**src/rtl/refsched_pkg.sv**
```systemverilog
package refsched_pkg;

    localparam int DEF_PERIOD_CYC = 350;
    localparam int DEF_URGENT_CYC = 250;

    typedef enum logic { RS_IDLE, RS_RUN } rs_state_t;

    typedef struct packed {
        logic start;
        logic read;
        logic rom;
        logic slow;
    } cpu_cyc_t;

    typedef struct packed {
        logic urgent;
        logic wrap;
    } period_t;

    function automatic logic hides_refresh(cpu_cyc_t c);
        return c.start && c.read && (c.rom || c.slow);
    endfunction

endpackage

```
**src/rtl/refsched_timer.sv**
```systemverilog
module refsched_timer
    import refsched_pkg::*;
#(
    parameter int PERIOD_CYC = DEF_PERIOD_CYC,
    parameter int URGENT_CYC = DEF_URGENT_CYC
) (
    input  logic    clk,
    input  logic    rst,
    output period_t per
);
    localparam int CW = $clog2(PERIOD_CYC);
    localparam logic [CW-1:0] LAST  = CW'(PERIOD_CYC - 1);
    localparam logic [CW-1:0] URG_Q = CW'(URGENT_CYC);

    logic [CW-1:0] cnt_q;

    always_ff @(posedge clk) begin
        if (rst || cnt_q == LAST) begin
            cnt_q <= '0;
        end else begin
            cnt_q <= cnt_q + 1'b1;
        end
    end

    always_comb begin
        per.wrap   = (cnt_q == LAST);
        per.urgent = (cnt_q >= URG_Q);
    end
endmodule

```
**src/rtl/refsched_ctrl.sv**
```systemverilog
module refsched_ctrl
    import refsched_pkg::*;
(
    input  logic    clk,
    input  logic    rst,
    input  period_t per,
    input  logic    hide_ok,
    input  logic    ref_done,
    output logic    ref_start,
    output logic    running,
    output logic    done_q,
    output logic    miss_q
);
    rs_state_t state_q;
    logic      late_q;
    logic      finish;
    logic      launch;

    assign finish  = (state_q == RS_RUN) && ref_done;
    assign launch  = (state_q == RS_IDLE) && !done_q && !per.wrap
                     && (per.urgent || hide_ok);
    assign running = (state_q == RS_RUN);

    always_ff @(posedge clk) begin
        if (rst) begin
            state_q   <= RS_IDLE;
            ref_start <= 1'b0;
            done_q    <= 1'b0;
            late_q    <= 1'b0;
            miss_q    <= 1'b0;
        end else begin
            ref_start <= launch;
            case (state_q)
                RS_IDLE: if (launch) state_q <= RS_RUN;
                RS_RUN:  if (ref_done) state_q <= RS_IDLE;
                default: state_q <= RS_IDLE;
            endcase
            // a refresh straddling the wrap belongs to the old period
            if (per.wrap) begin
                late_q <= running && !ref_done;
            end else if (finish) begin
                late_q <= 1'b0;
            end
            if (per.wrap) begin
                done_q <= 1'b0;
            end else if (finish && !late_q) begin
                done_q <= 1'b1;
            end
            if (per.wrap && !done_q && !finish) begin
                miss_q <= 1'b1;
            end
        end
    end
endmodule

```
**src/rtl/refsched_gate.sv**
```systemverilog
module refsched_gate
    import refsched_pkg::*;
(
    input  period_t  per,
    input  cpu_cyc_t cyc,
    input  logic     running,
    input  logic     done_q,
    input  logic     ram_req,
    output logic     hide_ok,
    output logic     ram_go
);
    logic hold;

    always_comb begin
        hide_ok = hides_refresh(cyc);
        hold    = running || (per.urgent && !done_q);
        ram_go  = ram_req && !hold;
    end
endmodule

```
**src/rtl/refresh_scheduler.sv**
```systemverilog
module refresh_scheduler
    import refsched_pkg::*;
#(
    parameter int PERIOD_CYC = DEF_PERIOD_CYC,
    parameter int URGENT_CYC = DEF_URGENT_CYC
) (
    input  logic clk,
    input  logic rst,
    input  logic cpu_start,
    input  logic cpu_read,
    input  logic sel_rom,
    input  logic sel_slow,
    input  logic ram_req,
    input  logic ref_done,
    output logic ref_start,
    output logic ram_go,
    output logic ref_urgent,
    output logic ref_miss
);
    period_t  per;
    cpu_cyc_t cyc;
    logic     hide_ok;
    logic     running;
    logic     done_q;

    assign cyc = '{start: cpu_start, read: cpu_read, rom: sel_rom, slow: sel_slow};

    refsched_timer #(.PERIOD_CYC(PERIOD_CYC), .URGENT_CYC(URGENT_CYC)) u_timer (
        .clk (clk),
        .rst (rst),
        .per (per)
    );

    refsched_gate u_gate (
        .per     (per),
        .cyc     (cyc),
        .running (running),
        .done_q  (done_q),
        .ram_req (ram_req),
        .hide_ok (hide_ok),
        .ram_go  (ram_go)
    );

    refsched_ctrl u_ctrl (
        .clk       (clk),
        .rst       (rst),
        .per       (per),
        .hide_ok   (hide_ok),
        .ref_done  (ref_done),
        .ref_start (ref_start),
        .running   (running),
        .done_q    (done_q),
        .miss_q    (ref_miss)
    );

    assign ref_urgent = per.urgent;
endmodule

```
**config.mk**
```make
export PLATFORM = sky130hd
export DESIGN_NAME = refresh_scheduler
export DESIGN_NICKNAME = d
export VERILOG_FILES = /design/src/rtl/refsched_pkg.sv /design/src/rtl/refsched_timer.sv /design/src/rtl/refsched_ctrl.sv /design/src/rtl/refsched_gate.sv /design/src/rtl/refresh_scheduler.sv
export SDC_FILE = /design/constraint.sdc
export NUM_CORES = 1
export LEC_CHECK = 0
export ABC_AREA = 1
export BUFFER_PORTS_ARGS = -buffer_cell sky130_fd_sc_hd__buf_2
export CORE_AREA = 5 5 42 44
export CTS_CLUSTER_SIZE = 24
export DETAILED_ROUTE_END_ITERATION = 10
export DIE_AREA = 0 0 47 49
export PLACE_DENSITY = 0.78
export SETUP_SLACK_MARGIN = 0.02
export SKIP_CTS_REPAIR_TIMING = 1
export SLEW_MARGIN = 5
export SYNTH_ARGS = -nofsm -noshare
export SYNTH_HDL_FRONTEND = slang
export SYNTH_SLANG_ARGS = --single-unit
```
**constraint.sdc**
```tcl
create_clock -name clk -period 2.02 [get_ports clk]
set_input_delay 0.202 -clock clk [delete_from_list [all_inputs] [get_ports clk]]
set_output_delay 0.202 -clock clk [all_outputs]
set_load 0.1 [all_outputs]
```
==> results of run 1 <==
[area by class of cell]
type | instances | area [sq um]
Fill cell | 133 | 596
Clock buffer | 4 | 36.3
Multi-Input combinational cell | 66 | 350
Timing Repair Buffer | 11 | 61.3
Tap cell | 16 | 20.0
Sequential cell | 14 | 282
Inverter | 15 | 56.3
[worst max-delay path, stage by stage (launching register included)]
cell,delay (ps)
dfxtp_1,420
nand2_1,70
nor2_1,180
nand2_1,150
nand2_4,100
buf_2,430
[stage by stage]
step	setup slack, ps	power, W	instances	util [%]	TNS (ps)
2_1_floorplan	142	0.000339	96	-	0
3_3_place_gp	357	0.000350	122	54.4	0
3_5_place_dp	294	0.000353	122	54.4	0
4_1_cts	-37.5	0.000559	126	57.0	-37.5
5_1_grt	48.7	0.000587	126	57.5	0
6_report	169	0.000557	126	57.5	0
[synth_stat cells]
| library cell | count | area share, % |
|---|---|---|
| a21oi_1 | 7 | 5.2 |
| a22oi_2 | 1 | 1.8 |
| and3_1 | 1 | 0.92 |
| buf_6 | 1 | 1.7 |
| dfxtp_1 | 14 | 41 |
| ha_1 | 3 | 5.5 |
| inv_1 | 15 | 8.3 |
| nand2_1 | 23 | 13 |
| nand2_2 | 3 | 2.8 |
| nand3_1 | 6 | 4.4 |
| nand4_1 | 2 | 1.8 |
| nor2_1 | 13 | 7.2 |
| nor2_2 | 2 | 1.8 |
| nor3_1 | 2 | 1.5 |
| o211ai_1 | 1 | 1.1 |
| o21ai_0 | 1 | 0.74 |
| xor2_1 | 1 | 1.3 |
[cell usage in the layout (no fill, tap or decap)]
| master | netlist | routed |
|---|---|---|
| a22oi_2 | 1 | 1 |
| dfxtp_1 | 14 | 13 |
| nand2_4 | 0 | 1 |
| and3_1 | 1 | 1 |
| o211ai_1 | 1 | 1 |
| nand2_2 | 3 | 3 |
| nand4_1 | 2 | 2 |
| nor2_2 | 2 | 2 |
| a21oi_1 | 7 | 6 |
| nand2_1 | 23 | 22 |
| clkbuf_4 | 0 | 3 |
| xor2_1 | 1 | 1 |
| clkbuf_8 | 0 | 1 |
| a21oi_4 | 0 | 1 |
| inv_1 | 15 | 15 |
| buf_2 | 0 | 10 |
| o21ai_0 | 1 | 1 |
| nand3_1 | 6 | 6 |
| dfxtp_2 | 0 | 1 |
| ha_1 | 3 | 3 |
| buf_6 | 1 | 1 |
| nor3_1 | 2 | 2 |
| nor2_1 | 13 | 13 |
[worst paths after layout]
check	start	to	slack, ps
setup reg to reg	u_timer.cnt_q[1]	u_ctrl.running	640
hold / removal	rst	u_ctrl.miss_q	70
setup / recovery	u_timer.cnt_q[4]	ref_urgent	170
hold reg to reg	u_ctrl.miss_q	u_ctrl.miss_q	440
[state kept, by name (all words and copies together), names as in the netlist]
name and flops:
u_ctrl.done_q 1, u_ctrl.ref_start 1, u_timer.cnt_q 9, u_ctrl.miss_q 1, u_ctrl.late_q 1, u_ctrl.running 1
[kinds of logic (layout without fill, tap and decap cells)]
family	Yosys count	count (layout)	share of synthesized area [%]
DFF	14	14	41.3
and+or+nand+nor	52	52	33.1
adders and majority gates	3	3	5.53
AOI/OAI and AO/OA	10	10	8.84
xor gates and xnor gates	1	1	1.29
buffers and inverters	16	30	9.94
[routing by layer]
| metal | part of all wire, % | vias to the layer above |
|---|---|---|
| met2 | 47 | 11 |
| li1 | - | 330 |
| met4 | 2.8 | 0 |
| met3 | 5.4 | 5 |
| met5 | 0 | - |
| met1 | 45 | 275 |
[power groups by stage]
stage                     clock, W  sequential (W)  combinational (W)
after floorplan                  0        0.000301          0.0000377
after global placement           0        0.000297          0.0000538
after detailed placement         0        0.000297          0.0000555
after CTS                 0.000213        0.000291          0.0000556
after global routing      0.000230        0.000293          0.0000639
final                     0.000208        0.000291          0.0000574
==> flow_metrics.tcl, run 1 <==
set metrics [dict create \
    diodes 0 \
    power_density_mw_per_mm2 691 \
    max-vdd-ir-drop_v 0.000478 \
    grt_max_degree 13 \
    hold_path.class "in2reg" \
    ant_nets 0 \
    antenna_found_initial 0 \
    fin_skew_ps 1.01 \
    clk_transition_reported_paths_ps 90 \
    first_pass_iters 4 \
    clkLatencyLatePin_ps 290 \
    start_util_pct 48.5 \
    cts_tree "built" \
    rows 14 \
    yosysWarnings 0 \
    start_kind "register" \
    dieArea_sq_mm 0.00230 \
    use_met1_pct 18.3 \
    syn_to_final_growth_pct 18.6 \
    hold_depth 2 \
    setup_viol 0 \
    power_frac_clock_pct 37.3 \
    die_w_um 47 \
    place_area_sq_um 762 \
    final_area_sq_um 806 \
    critical_path_class "reg2out" \
    tightest_slew_ps 496 \
    path_max_fanout 5 \
    core_sq_mm 0.00140 \
    grt_pass1_vias 580 \
    cts_max_level 1 \
    cp-end-kind "primary output" \
    yosysUniqueCellTypes 17 \
    synth_seq_cells 14 \
    grt_use_total_pct 14.9 \
    worst_hold_slack_ps 67.0 \
    power_switching_w 0.000144 \
    drc 0 \
    clockRootBuffer "clkbuf_4" \
    ios 12 \
    rsz0062_at_grt "false" \
    swShare_pct 25.9 \
    cap_viol_max_count 0 \
    finalHoldViolCount 0 \
    grt.busiest_layer "met2" \
    fp.dieH_um 49 \
    via_count 621 \
    yosysSeqAreaShare_pct 41.3 \
    ff2ff_path_depth 9 \
    p_comb_share_pct 10.3 \
    period_minus_slack_ps 1850 \
    clock_sinks 14 \
    cts_buffers 3 \
    synthesis.area_sq_um 679 \
    p_int_w 0.000413 \
    via_per_inst 4.93 \
    grt.overflow.total 0 \
    hpwl_um 1000 \
    use_met2_pct 21.0 \
    slew_headroom_pct 67.2 \
    p_leak_nw 0.361 \
    cp.arrival_ps 1650 \
    drtIter0Drc 15 \
    status "complete, no violations" \
    finalCritPeriodShare_pct 91.7 \
    place.gp.congestion 0.778 \
    grt_pass1_wl_um 2430 \
    drive_gt1_share_pct 21.8 \
    wl_per_cell_um 10.6 \
    syn_inst 96 \
    grt_use_met3_pct 6.64 \
    clock_path_buffers 2 \
    timing.fmax_mhz 540 \
    portBuffers 11 \
    seqPwrFrac_pct 52.3 \
    cp_data_required_time_ps 1820 \
    drt-total-wl_um 1340 \
    finalNetCount 122 \
    synth_nets 107 \
    slew_violations 0 \
    syn_area_per_cell_sq_um 7.08 \
]
No activity file was read; power rests on OpenSTA's default activity.
==> run 2, diff against run 1 <==
--- a/config.mk
+++ b/config.mk
@@ -7,10 +7,10 @@
 export LEC_CHECK = 0
 export ABC_AREA = 1
 export BUFFER_PORTS_ARGS = -buffer_cell sky130_fd_sc_hd__buf_2
-export CORE_AREA = 5 5 42 44
+export CORE_MARGIN = 5
+export CORE_UTILIZATION = 51
 export CTS_CLUSTER_SIZE = 24
 export DETAILED_ROUTE_END_ITERATION = 10
-export DIE_AREA = 0 0 47 49
 export PLACE_DENSITY = 0.78
 export SETUP_SLACK_MARGIN = 0.02
 export SKIP_CTS_REPAIR_TIMING = 1
==> constraint.sdc (replaced) <==
create_clock -name clk -period 2.1 [get_ports clk]
set_input_delay 0.21 -clock clk [delete_from_list [all_inputs] [get_ports clk]]
set_output_delay 0.21 -clock clk [all_outputs]
set_load 0.1 [all_outputs]
==> flow_metrics.tcl, run 2 (synthesis gave the netlist of run 1 again) <==
set metrics [dict create \
    finalHoldViolCount 0 \
    wl_per_cell_um 10.9 \
    status "complete, no violations" \
    start_util_pct 52.9 \
    power_density_mw_per_mm2 662 \
    via_per_inst 5.04 \
    cts_max_level 1 \
    clkLatencyLatePin_ps 280 \
    fin_skew_ps 4.38 \
    setup_viol 0 \
    cp_data_required_time_ps 1890 \
    first_pass_iters 4 \
    clockRootBuffer "clkbuf_4" \
    finalCritPeriodShare_pct 89.2 \
    finalNetCount 122 \
    syn_to_final_growth_pct 16.9 \
    p_leak_nw 0.359 \
    ant_nets 0 \
    place_area_sq_um 756 \
    timing.fmax_mhz 534 \
    clock_sinks 14 \
    hpwl_um 1030 \
    tightest_slew_ps 489 \
    fp.dieH_um 46.5 \
    path_max_fanout 5 \
    clock_path_buffers 2 \
    start_kind "register" \
    core_sq_mm 0.00128 \
    clk_transition_reported_paths_ps 80 \
    ios 12 \
    diodes 0 \
    drt-total-wl_um 1360 \
    rsz0062_at_grt "false" \
    critical_path_class "reg2out" \
    cts_buffers 3 \
    drive_gt1_share_pct 20.9 \
    via_count 630 \
    drc 0 \
    regArea_sq_um 280 \
    rows 13 \
    fin_tns_setup_ps 0 \
    cts_tree "built" \
    portBuffers 11 \
    max-vdd-ir-drop_v 0.000431 \
    grt_max_degree 13 \
    grt_use_total_pct 16.0 \
    final_common_cell "nand2_1" \
    final_cell_mix "22 x nand2_1, 15 x inv_1, 14 x dfxtp_1, 13 x nor2_1, 10 x buf_2" \
    multiInputGateArea_sq_um 345 \
    antenna_found_initial 0 \
    top_register "u_timer.cnt_q" \
    grt_pass1_vias 597 \
    die_w_um 46.5 \
    cap_viol_max_count 0 \
    largest_reg_flops 9 \
    cp-end-kind "primary output" \
    place.gp.congestion 0.768 \
    period_minus_slack_ps 1870 \
    final_area_sq_um 795 \
    grt.overflow.total 0 \
    fillCellCount 106 \
    cp.arrival_ps 1660 \
    slew_headroom_pct 67.6 \
    final_core_util_pct 61.8 \
    grt_pass1_wl_um 2440 \
    drtIter0Drc 13 \
    dieArea_sq_mm 0.00216 \
    hold_path.class "in2reg" \
    slew_violations 0 \
]
==> run 2: cell type report <==
| class | count | area share [%] |
|---|---|---|
| Multi-Input combinational cell | 66 | 43.5 |
| Sequential cell | 14 | 35.3 |
| Timing Repair Buffer | 11 | 7.24 |
| Inverter | 15 | 7.09 |
| Clock buffer | 4 | 4.57 |
| Tap cell | 15 | 2.36 |
==> run 2: critical path: stages (launching register included) <==
cell	delay, ps
dfxtp_1	410
inv_1	60
ha_1	190
nand3_1	70
nand2_1	50
nand2_1	80
nand2_2	80
a21oi_4	140
buf_4	300
==> run 2: layer usage <==
| layer | share of wire (%) | global-route usage (%) |
|---|---|---|
| met1 | 47 | 19.3 |
| met2 | 46 | 25.0 |
| met3 | 4.3 | 4.69 |
| met4 | 2.6 | 9.09 |
| met5 | 0 | 0 |
==> run 2: power by group <==
part           switching [W]  leakage, nW  total [W]  internal [W]
clock              0.0000859       0.0210   0.000191      0.000106
combinational      0.0000366        0.224  0.0000541     0.0000175
sequential        0.00000755        0.114   0.000280      0.000273
total               0.000130        0.359   0.000526      0.000396
==> run 2: metrics by stage <==
step	setup slack (ps)	hold slack, ps	power (W)	std cells
2_1_floorplan	44.5	279	0.000326	96
3_3_place_gp	443	380	0.000337	121
3_5_place_dp	393	381	0.000340	121
4_1_cts	81.4	83.3	0.000528	125
5_1_grt	44.6	65.5	0.000557	125
6_report	226	87.6	0.000526	125
==> run 2: path summary, 6_finish.rpt <==
check / slack [ps] / depth (start not counted) / to / startpoint
worst max-delay path: 230 / 8 / ram_go / u_timer.cnt_q[0]
worst min-delay path: 90 / 2 / u_ctrl.miss_q / rst
worst max register to register: 680 / 8 / u_ctrl.running / u_timer.cnt_q[0]
worst min register to register: 440 / 2 / u_ctrl.miss_q / u_ctrl.miss_q
